### config.mk
export PLATFORM = sky130hd
export DESIGN_NAME = radix4_mult
export DESIGN_NICKNAME = d
export VERILOG_FILES = /design/src/rtl/radix4_mult_pkg.sv /design/src/rtl/radix4_booth_ctl.sv /design/src/rtl/radix4_booth_dp.sv /design/src/rtl/radix4_mult.sv
export SDC_FILE = /design/constraint.sdc
export NUM_CORES = 1
export LEC_CHECK = 0
export ABC_CLOCK_PERIOD_IN_PS = 24900
export BUFFER_PORTS_ARGS = -buffer_cell sky130_fd_sc_hd__buf_4
export CORE_ASPECT_RATIO = 0.9
export CORE_MARGIN = 1
export CORE_UTILIZATION = 50
export DETAILED_ROUTE_END_ITERATION = 10
export GPL_TIMING_DRIVEN = 0
export PLACE_DENSITY = 0.68
export SLEW_MARGIN = 25
export SYNTH_ARGS = -nofsm -noshare
export SYNTH_HDL_FRONTEND = slang
export SYNTH_SLANG_ARGS = --single-unit
### constraint.sdc
create_clock -name vclk -period 24.9
set_input_delay 7.47 -clock vclk [all_inputs]
set_output_delay 7.47 -clock vclk [all_outputs]
set_load 0.05 [all_outputs]
### src/rtl/radix4_mult_pkg.sv
package radix4_mult_pkg;
  // Strobes from the recoder to the partial-product selectors.
  typedef struct packed {
    logic pickOne;
    logic pickTwo;
    logic negate;
  } boothCtlT;
endpackage

### src/rtl/radix4_booth_ctl.sv
module radix4_booth_ctl
  import radix4_mult_pkg::*;
#(
  parameter int N = 16,
  localparam int Rows = N / 2 + 1
) (
  input  logic [N-1:0]            mplier,
  output boothCtlT [Rows-1:0]     ctl
);
  // extB[k+1] holds B[k]; one zero below, two zeros above.
  localparam int ExtW = N + 3;
  logic [ExtW-1:0] extB;
  assign extB = {2'b00, mplier, 1'b0};

  for (genvar i = 0; i < Rows; i++) begin : g_enc
    logic [2:0] win;
    logic oneSel, twoSel, negSel;
    assign win = extB[2*i+2 : 2*i];

    always_comb begin
      oneSel = win[1] ^ win[0];
      twoSel = (win[2] & ~win[1] & ~win[0]) | (~win[2] & win[1] & win[0]);
      negSel = win[2];
      // never both multiples at once
      p_sel_exclusive_r3: assert ($onehot0({oneSel, twoSel}))
        else $error("both multiples selected in row %0d", i);
      // uniform windows select no multiple
      if (win == 3'b000 || win == 3'b111)
        p_zero_window_r3: assert (!oneSel && !twoSel)
          else $error("uniform window selected a multiple");
    end

    assign ctl[i] = '{pickOne: oneSel, pickTwo: twoSel, negate: negSel};

    if (i == Rows - 1) begin : g_top
      // zero extension keeps the top row non-negative
      always_comb p_top_row_pos_r2: assert (!negSel)
        else $error("top row negated");
    end
  end
endmodule

### src/rtl/radix4_booth_dp.sv
module radix4_booth_dp
  import radix4_mult_pkg::*;
#(
  parameter int N = 16,
  localparam int Rows = N / 2 + 1,
  localparam int ProdW = 2 * N
) (
  input  logic [N-1:0]         mcand,
  input  boothCtlT [Rows-1:0]  ctl,
  output logic [ProdW-1:0]     product
);
  // Shared correction word: sum of -2^(N+1+2i) for all rows, mod 2^ProdW.
  function automatic logic [ProdW-1:0] foldSign();
    logic [ProdW-1:0] acc;
    acc = '0;
    for (int i = 0; i < Rows; i++)
      if (N + 1 + 2 * i < ProdW)
        acc = acc - ({{(ProdW-1){1'b0}}, 1'b1} << (N + 1 + 2 * i));
    return acc;
  endfunction
  localparam logic [ProdW-1:0] SignConst = foldSign();

  logic [ProdW-1:0] rowTerm [Rows];
  logic [ProdW-1:0] negRow;

  for (genvar i = 0; i < Rows; i++) begin : g_sel
    logic [N:0] mult, pp;
    always_comb begin
      mult = ({(N+1){ctl[i].pickOne}} & {1'b0, mcand})
           | ({(N+1){ctl[i].pickTwo}} & {mcand, 1'b0});
      pp   = mult ^ {(N+1){ctl[i].negate}};
      // an idle row is all-zero or all-ones (cancelled by its injected one)
      if (!ctl[i].pickOne && !ctl[i].pickTwo)
        p_idle_row_r4: assert (pp == '0 || pp == '1)
          else $error("idle row %0d not uniform", i);
    end
    assign rowTerm[i] = {{(ProdW-N-2){1'b0}}, ~ctl[i].negate, pp} << (2 * i);
  end

  always_comb begin
    negRow = '0;
    for (int i = 0; i < Rows; i++) negRow[2*i] = ctl[i].negate;
  end

  // Carry-save chain: Rows+2 operands reduced to two words by Rows stages.
  logic [ProdW-1:0] sumW [Rows];
  logic [ProdW-1:0] carW [Rows];

  for (genvar k = 0; k < Rows; k++) begin : g_csa
    logic [ProdW-1:0] inX, inY, inZ;
    if (k == 0) begin : g_first
      assign inX = rowTerm[0];
      assign inY = rowTerm[1];
      assign inZ = rowTerm[2];
    end else begin : g_next
      assign inX = sumW[k-1];
      assign inY = carW[k-1];
      if (k + 2 < Rows) begin : g_row
        assign inZ = rowTerm[k+2];
      end else if (k + 2 == Rows) begin : g_neg
        assign inZ = negRow;
      end else begin : g_const
        assign inZ = SignConst;
      end
    end
    assign sumW[k] = inX ^ inY ^ inZ;
    assign carW[k] = ((inX & inY) | (inX & inZ) | (inY & inZ)) << 1;
  end

  assign product = sumW[Rows-1] + carW[Rows-1];

  // zero multiplicand must give zero product
  always_comb
    if (mcand == '0)
      p_zero_mcand_r8: assert (product == '0)
        else $error("nonzero product from zero multiplicand");
endmodule

### src/rtl/radix4_mult.sv
module radix4_mult
  import radix4_mult_pkg::*;
#(
  parameter int N = 16
) (
  input  logic [N-1:0]   opA,
  input  logic [N-1:0]   opB,
  output logic [2*N-1:0] prodOut
);
  localparam int Rows = N / 2 + 1;

  if (N % 2 != 0 || N < 4) begin : g_bad_width
    initial $error("N must be even and at least 4 (R9)");
  end

  boothCtlT [Rows-1:0] rowCtl;

  radix4_booth_ctl #(.N(N)) u_ctl (
    .mplier (opB),
    .ctl    (rowCtl)
  );

  radix4_booth_dp #(.N(N)) u_dp (
    .mcand   (opA),
    .ctl     (rowCtl),
    .product (prodOut)
  );
endmodule

==> results.md, run 1 <==
- Status: complete, no violations
- Via Count: 11600
- Final Hold Vio Count: 0
- Yosys cell types: 67
- Max FO, Critical Path: 10
- # hold bufs at CTS: 0
- DRC errors left: 0
- Synth Instances: 1471
- # setup viols final: 0
- Wire per inst: 22.3 um
- Area growth syn-to-layout: 6.86%
- Arr. time, crit path: 15.92 ns
- GR Overflow Total: 0
- Setup Fix Bufs, Post-CTS: 0
- CP Capture Type: primary output
- Routability cong.: 1.02
- Post-Syn Nets: 1728
- PnR worst setup slack: 1.51 ns
- Vias in the first global route: 10600
- Setup CP Type: in2out
- Cell Area, Synth: 0.0105 mm^2
- 1st-iter DRT viols: 1810
- Ranking of synthesized cells by area: fa_1 20%, ha_1 14%, nand2_1 7.3%
- Synth top cells by count: 203 x nand2_1, 145 x inv_1, 134 x a21oi_1, 118 x ha_1, 107 x fa_1
- Setup TNS: 0 ns
- Layout clock buffers: 0
- Worst rel slew slack: 0.330
- DIE HEIGHT: 139 um
- Worst slew pin tran: 1.00 ns
- Share of the synthesized area in the top cell type: 0.205
- Syn_area_per_cell: 7.11 um^2
- Num rows: 49
- Register area: 0 um^2
- Die Wd: 154 um
- Max-slew violation count: 0
- Tcrit/Tclk final: 0.940
- Yosys warnings: 0
- # resized after CTS: 0
- Vias per inst: 6.53
- FFs & Latches: 0
- Net count, final: 1783
- First-pass GRT wire length: 61.5 mm
- Ant. Diodes: 0
- Total Wirelength: 39.6 mm
- Unrepaired setup endpoints after global routing: false
- Max-Cap Viols: 0
- Initial Util: 0.517
- Startpoint Class: input pin
- IO Pins: 64
- Fin crit period: 23.39 ns
- Die ar.: 0.0215 mm^2
- F_max: 0.0427 GHz
- Layout cells sized above 1: 0.0604
- Dpl hpwl: 32.3 mm
- CP required: 17.43 ns
- Count of input and output buffers: 53
- Sequential share of the synthesized area: 0
- Synth area leader: fa_1
- Placeable Area: 0.0202 mm^2
- Setup slack at placement: 1.76 ns
- Drt pass-1 iters: 7
- Hold Path Class: in2out
- Antenna violations before repair: 0
- Final ANT Viol Nets: 0
- GRT Total Usage: 0.367
- Top-count cell post-synth: nand2_1
- Largest net degree at the start of global routing: 11
-- worst max-delay path, stage by stage --
cell,delay [ns]
clkbuf_1,0.55
buf_1,0.69
buf_1,0.61
a221oi_1,0.30
fa_1,0.60
inv_1,0.06
fa_1,0.41
fa_1,0.57
fa_1,0.48
fa_1,0.50
inv_1,0.05
fa_1,0.49
inv_1,0.05
fa_1,0.47
inv_1,0.04
ha_1,0.26
inv_1,0.04
ha_1,0.26
inv_1,0.04
ha_1,0.27
clkbuf_1,0.19
a21oi_1,0.31
o21ai_0,0.21
a21oi_1,0.42
a21oi_1,0.13
a211oi_1,0.21
buf_4,0.24
-- area by class of cell --
class	instances	area [um^2]
Inverter	151	567
Multi-Input combinational cell	1168	9290
Buffer	152	599
Fill cell	2091	9060
Tap cell	255	319
Timing Repair Buffer	53	398
-- path summary, 6_finish.rpt --
path / depth (start not counted) / slack (ns) / end / from
min: 4 / 15.41 / prodOut[0] / opB[1]
max: 27 / 1.51 / prodOut[31] / opA[12]
-- per-layer routing --
| metal | global-route usage | share of wire | wire, um | up-vias |
|---|---|---|---|---|
| li1 | - | - | - | 5229 |
| met1 | 0.535 | 0.42 | 16700 | 5430 |
| met2 | 0.524 | 0.40 | 15800 | 860 |
| met3 | 0.101 | 0.15 | 5850 | 101 |
| met4 | 0.0995 | 0.032 | 1290 | 0 |
| met5 | 0 | 0 | 0 | - |
-- cells by family (layout without fill, tap and decap cells) --
family,after synthesis,after routing,synth area share
XOR/XNOR,41,41,0.0344
AO/OA/AOI/OAI,442,442,0.279
adder cells (fa/ha/maj),281,281,0.400
buffers and inverters,303,356,0.112
multiplexers,2,2,0.00215
AND/OR/NAND/NOR,402,402,0.174
-- metrics by stage --
step | utilization | instance area (um^2) | hold WS (ns) | instances
final | 0.552 | 11200 | 15.41 | 1779
after global routing | 0.552 | 11200 | 15.43 | 1779
after CTS | 0.552 | 11200 | 15.41 | 1779
after floorplan | - | 10500 | 15.36 | 1471
after global placement | 0.552 | 11200 | 15.39 | 1779
after detailed placement | 0.552 | 11200 | 15.40 | 1779
-- cell usage in the layout, fill, tap and decap left out, types with 3 or more instances in the layout --
| cell type | instances |
|---|---|
| clkbuf_1 | 97 |
| a21o_1 | 11 |
| nor4_1 | 3 |
| and3_1 | 7 |
| nand4_1 | 6 |
| a211oi_1 | 18 |
| nor2b_1 | 34 |
| a21oi_1 | 134 |
| buf_4 | 53 |
| nand3_1 | 23 |
| buf_1 | 37 |
| xnor2_1 | 23 |
| o31ai_1 | 12 |
| inv_1 | 145 |
| ha_1 | 118 |
| buf_2 | 17 |
| a221oi_1 | 25 |
| o311a_1 | 15 |
| nor2_1 | 78 |
| nand2_1 | 203 |
| maj3_1 | 56 |
| o21ai_2 | 4 |
| xor2_1 | 18 |
| a22oi_1 | 48 |
| clkinv_1 | 6 |
| o221ai_1 | 17 |
| o21ai_0 | 76 |
| and2_1 | 23 |
| fa_1 | 107 |
| o22ai_1 | 53 |
| nor3_1 | 5 |
| a31oi_1 | 6 |
Power of run 1 is left out: the tool's default activity adds up to more than one toggle a clock period on the data nets, which glitch-free logic cannot reach.
==> run 2: changes to the inputs <==
--- a/config.mk
+++ b/config.mk
@@ -9,10 +9,9 @@
 export BUFFER_PORTS_ARGS = -buffer_cell sky130_fd_sc_hd__buf_4
 export CORE_ASPECT_RATIO = 0.9
 export CORE_MARGIN = 1
-export CORE_UTILIZATION = 50
+export CORE_UTILIZATION = 40
 export DETAILED_ROUTE_END_ITERATION = 10
 export GPL_TIMING_DRIVEN = 0
-export PLACE_DENSITY = 0.68
 export SLEW_MARGIN = 25
 export SYNTH_ARGS = -nofsm -noshare
 export SYNTH_HDL_FRONTEND = slang
==> run 2 against run 1 <==
  * Via count is 0.77% lower
  * Worst setup slack got worse by 0.079 ns
  * Cell count up 4.9%
  * Non-clock buffer count unchanged
  * Fmax is 0.34% lower
  * Global-route usage is 6.6 points lower
  * Sequential share of layout area unchanged
  * Utilization shrank 11 points
  * Count of clock-buffer cells in the layout unchanged
  * Flip-flop and latch count stayed put
  * First-iteration DRC count is 8.0% lower
  * Highest routed layer unchanged
==> results.md, run 2 (synthesis gave the netlist of run 1 again) <==
- Status: complete, no violations
- Layout cells sized above 1: 0.0604
- Layout clock buffers: 0
- Wire per inst: 21.9 um
- Die Wd: 172 um
- CP required: 17.43 ns
- Most common cell after layout, fill and taps aside: nand2_1
- Metal-1 WL: 18.8 mm
- F_max: 0.0426 GHz
- Largest net degree at the start of global routing: 11
- GR Overflow Total: 0
- CP Buf/Inv Count: 11
- Hold Path Class: in2out
- Max incr delay on CP: 0.67 ns
- CP Capture Type: primary output
- Via Count: 11500
- Ant. Diodes: 0
- Vias per inst: 6.18
- Net count, final: 1783
- # fillers: 2687
- Fin crit period: 23.47 ns
- Dpl hpwl: 33.9 mm
- Setup TNS: 0 ns
- Final Non-Filler Cells: 1866
- Die ar.: 0.0268 mm^2
- First-pass GRT wire length: 62.1 mm
- 1st-iter DRT viols: 1665
- # setup viols final: 0
- Worst path top cell family by delay: adder cells
- Setup Fix Bufs, Post-CTS: 0
- Unrepaired setup endpoints after global routing: false
- Startpoint Class: input pin
- Most frequent cells in the layout: 203 x nand2_1, 145 x inv_1, 134 x a21oi_1, 118 x ha_1, 107 x fa_1
- # resized after CTS: 0
- Routability cong.: 0.958
- Worst Hold Slack: 15.40 ns
- GRT Total Usage: 0.301
- Final ANT Viol Nets: 0
- CP max-delay cell: buf_1
- DRC errors left: 0
- Drt pass-1 iters: 6
- Antenna violations before repair: 0
- Critical path's most frequent cell: fa_1
- Area growth syn-to-layout: 7.90%
- Max-Cap Viols: 0
- Metal2 WL: 16.7 mm
- Worst rel slew slack: 0.377
- Max FO, Critical Path: 10
- Initial Util: 0.412
- Register area: 0 um^2
- IO Pins: 64
- Placeable Area: 0.0254 mm^2
- Highest routed layer: met4
- FFs & Latches: 0
- # hold bufs at CTS: 0
- Tcrit/Tclk final: 0.943
- Max-slew violation count: 0
- DIE HEIGHT: 155 um
- Vias in the first global route: 10300
- Count of input and output buffers: 53
- Total Wirelength: 40.9 mm
- Setup CP Type: in2out
- Worst slew pin tran: 0.931 ns
- Num rows: 55
- Placed Instances: 1866
- Routed wl met3: 4.58 mm
- Arr. time, crit path: 16.00 ns
- Final Hold Vio Count: 0
## run 2: area by class of cell
cell class / instances / area, um^2 / area share
well taps: 342 / 428 / 0.0379
multi-input cells: 1168 / 9290 / 0.823
inverters: 151 / 567 / 0.0502
repair buffers: 53 / 398 / 0.0353
plain buffers: 152 / 599 / 0.0531
## run 2: final timing paths
check     from          end  depth (start not counted)
max    opA[12]  prodOut[30]                         27
min     opB[1]   prodOut[0]                          4
## run 2: metal layers
layer,vias up,global-route usage
li1,5223,-
met1,5514,0.469
met2,734,0.434
met3,60,0.0440
met4,0,0.0527
met5,-,0
## run 2: tightest hold or removal path: stages
cell and delay, ns:
buf_4 0.09, ha_1 0.13, xnor2_1 0.06, buf_4 0.18
## run 2: stage by stage
step	instance area [um^2]	util	worst slack, ns
2_1_floorplan	10500	-	2.54
3_3_place_gp	11300	0.444	1.59
3_5_place_dp	11300	0.444	1.62
4_1_cts	11300	0.444	1.61
5_1_grt	11300	0.444	1.23
6_report	11300	0.444	1.43
Power of run 2 is left out for the same reason.
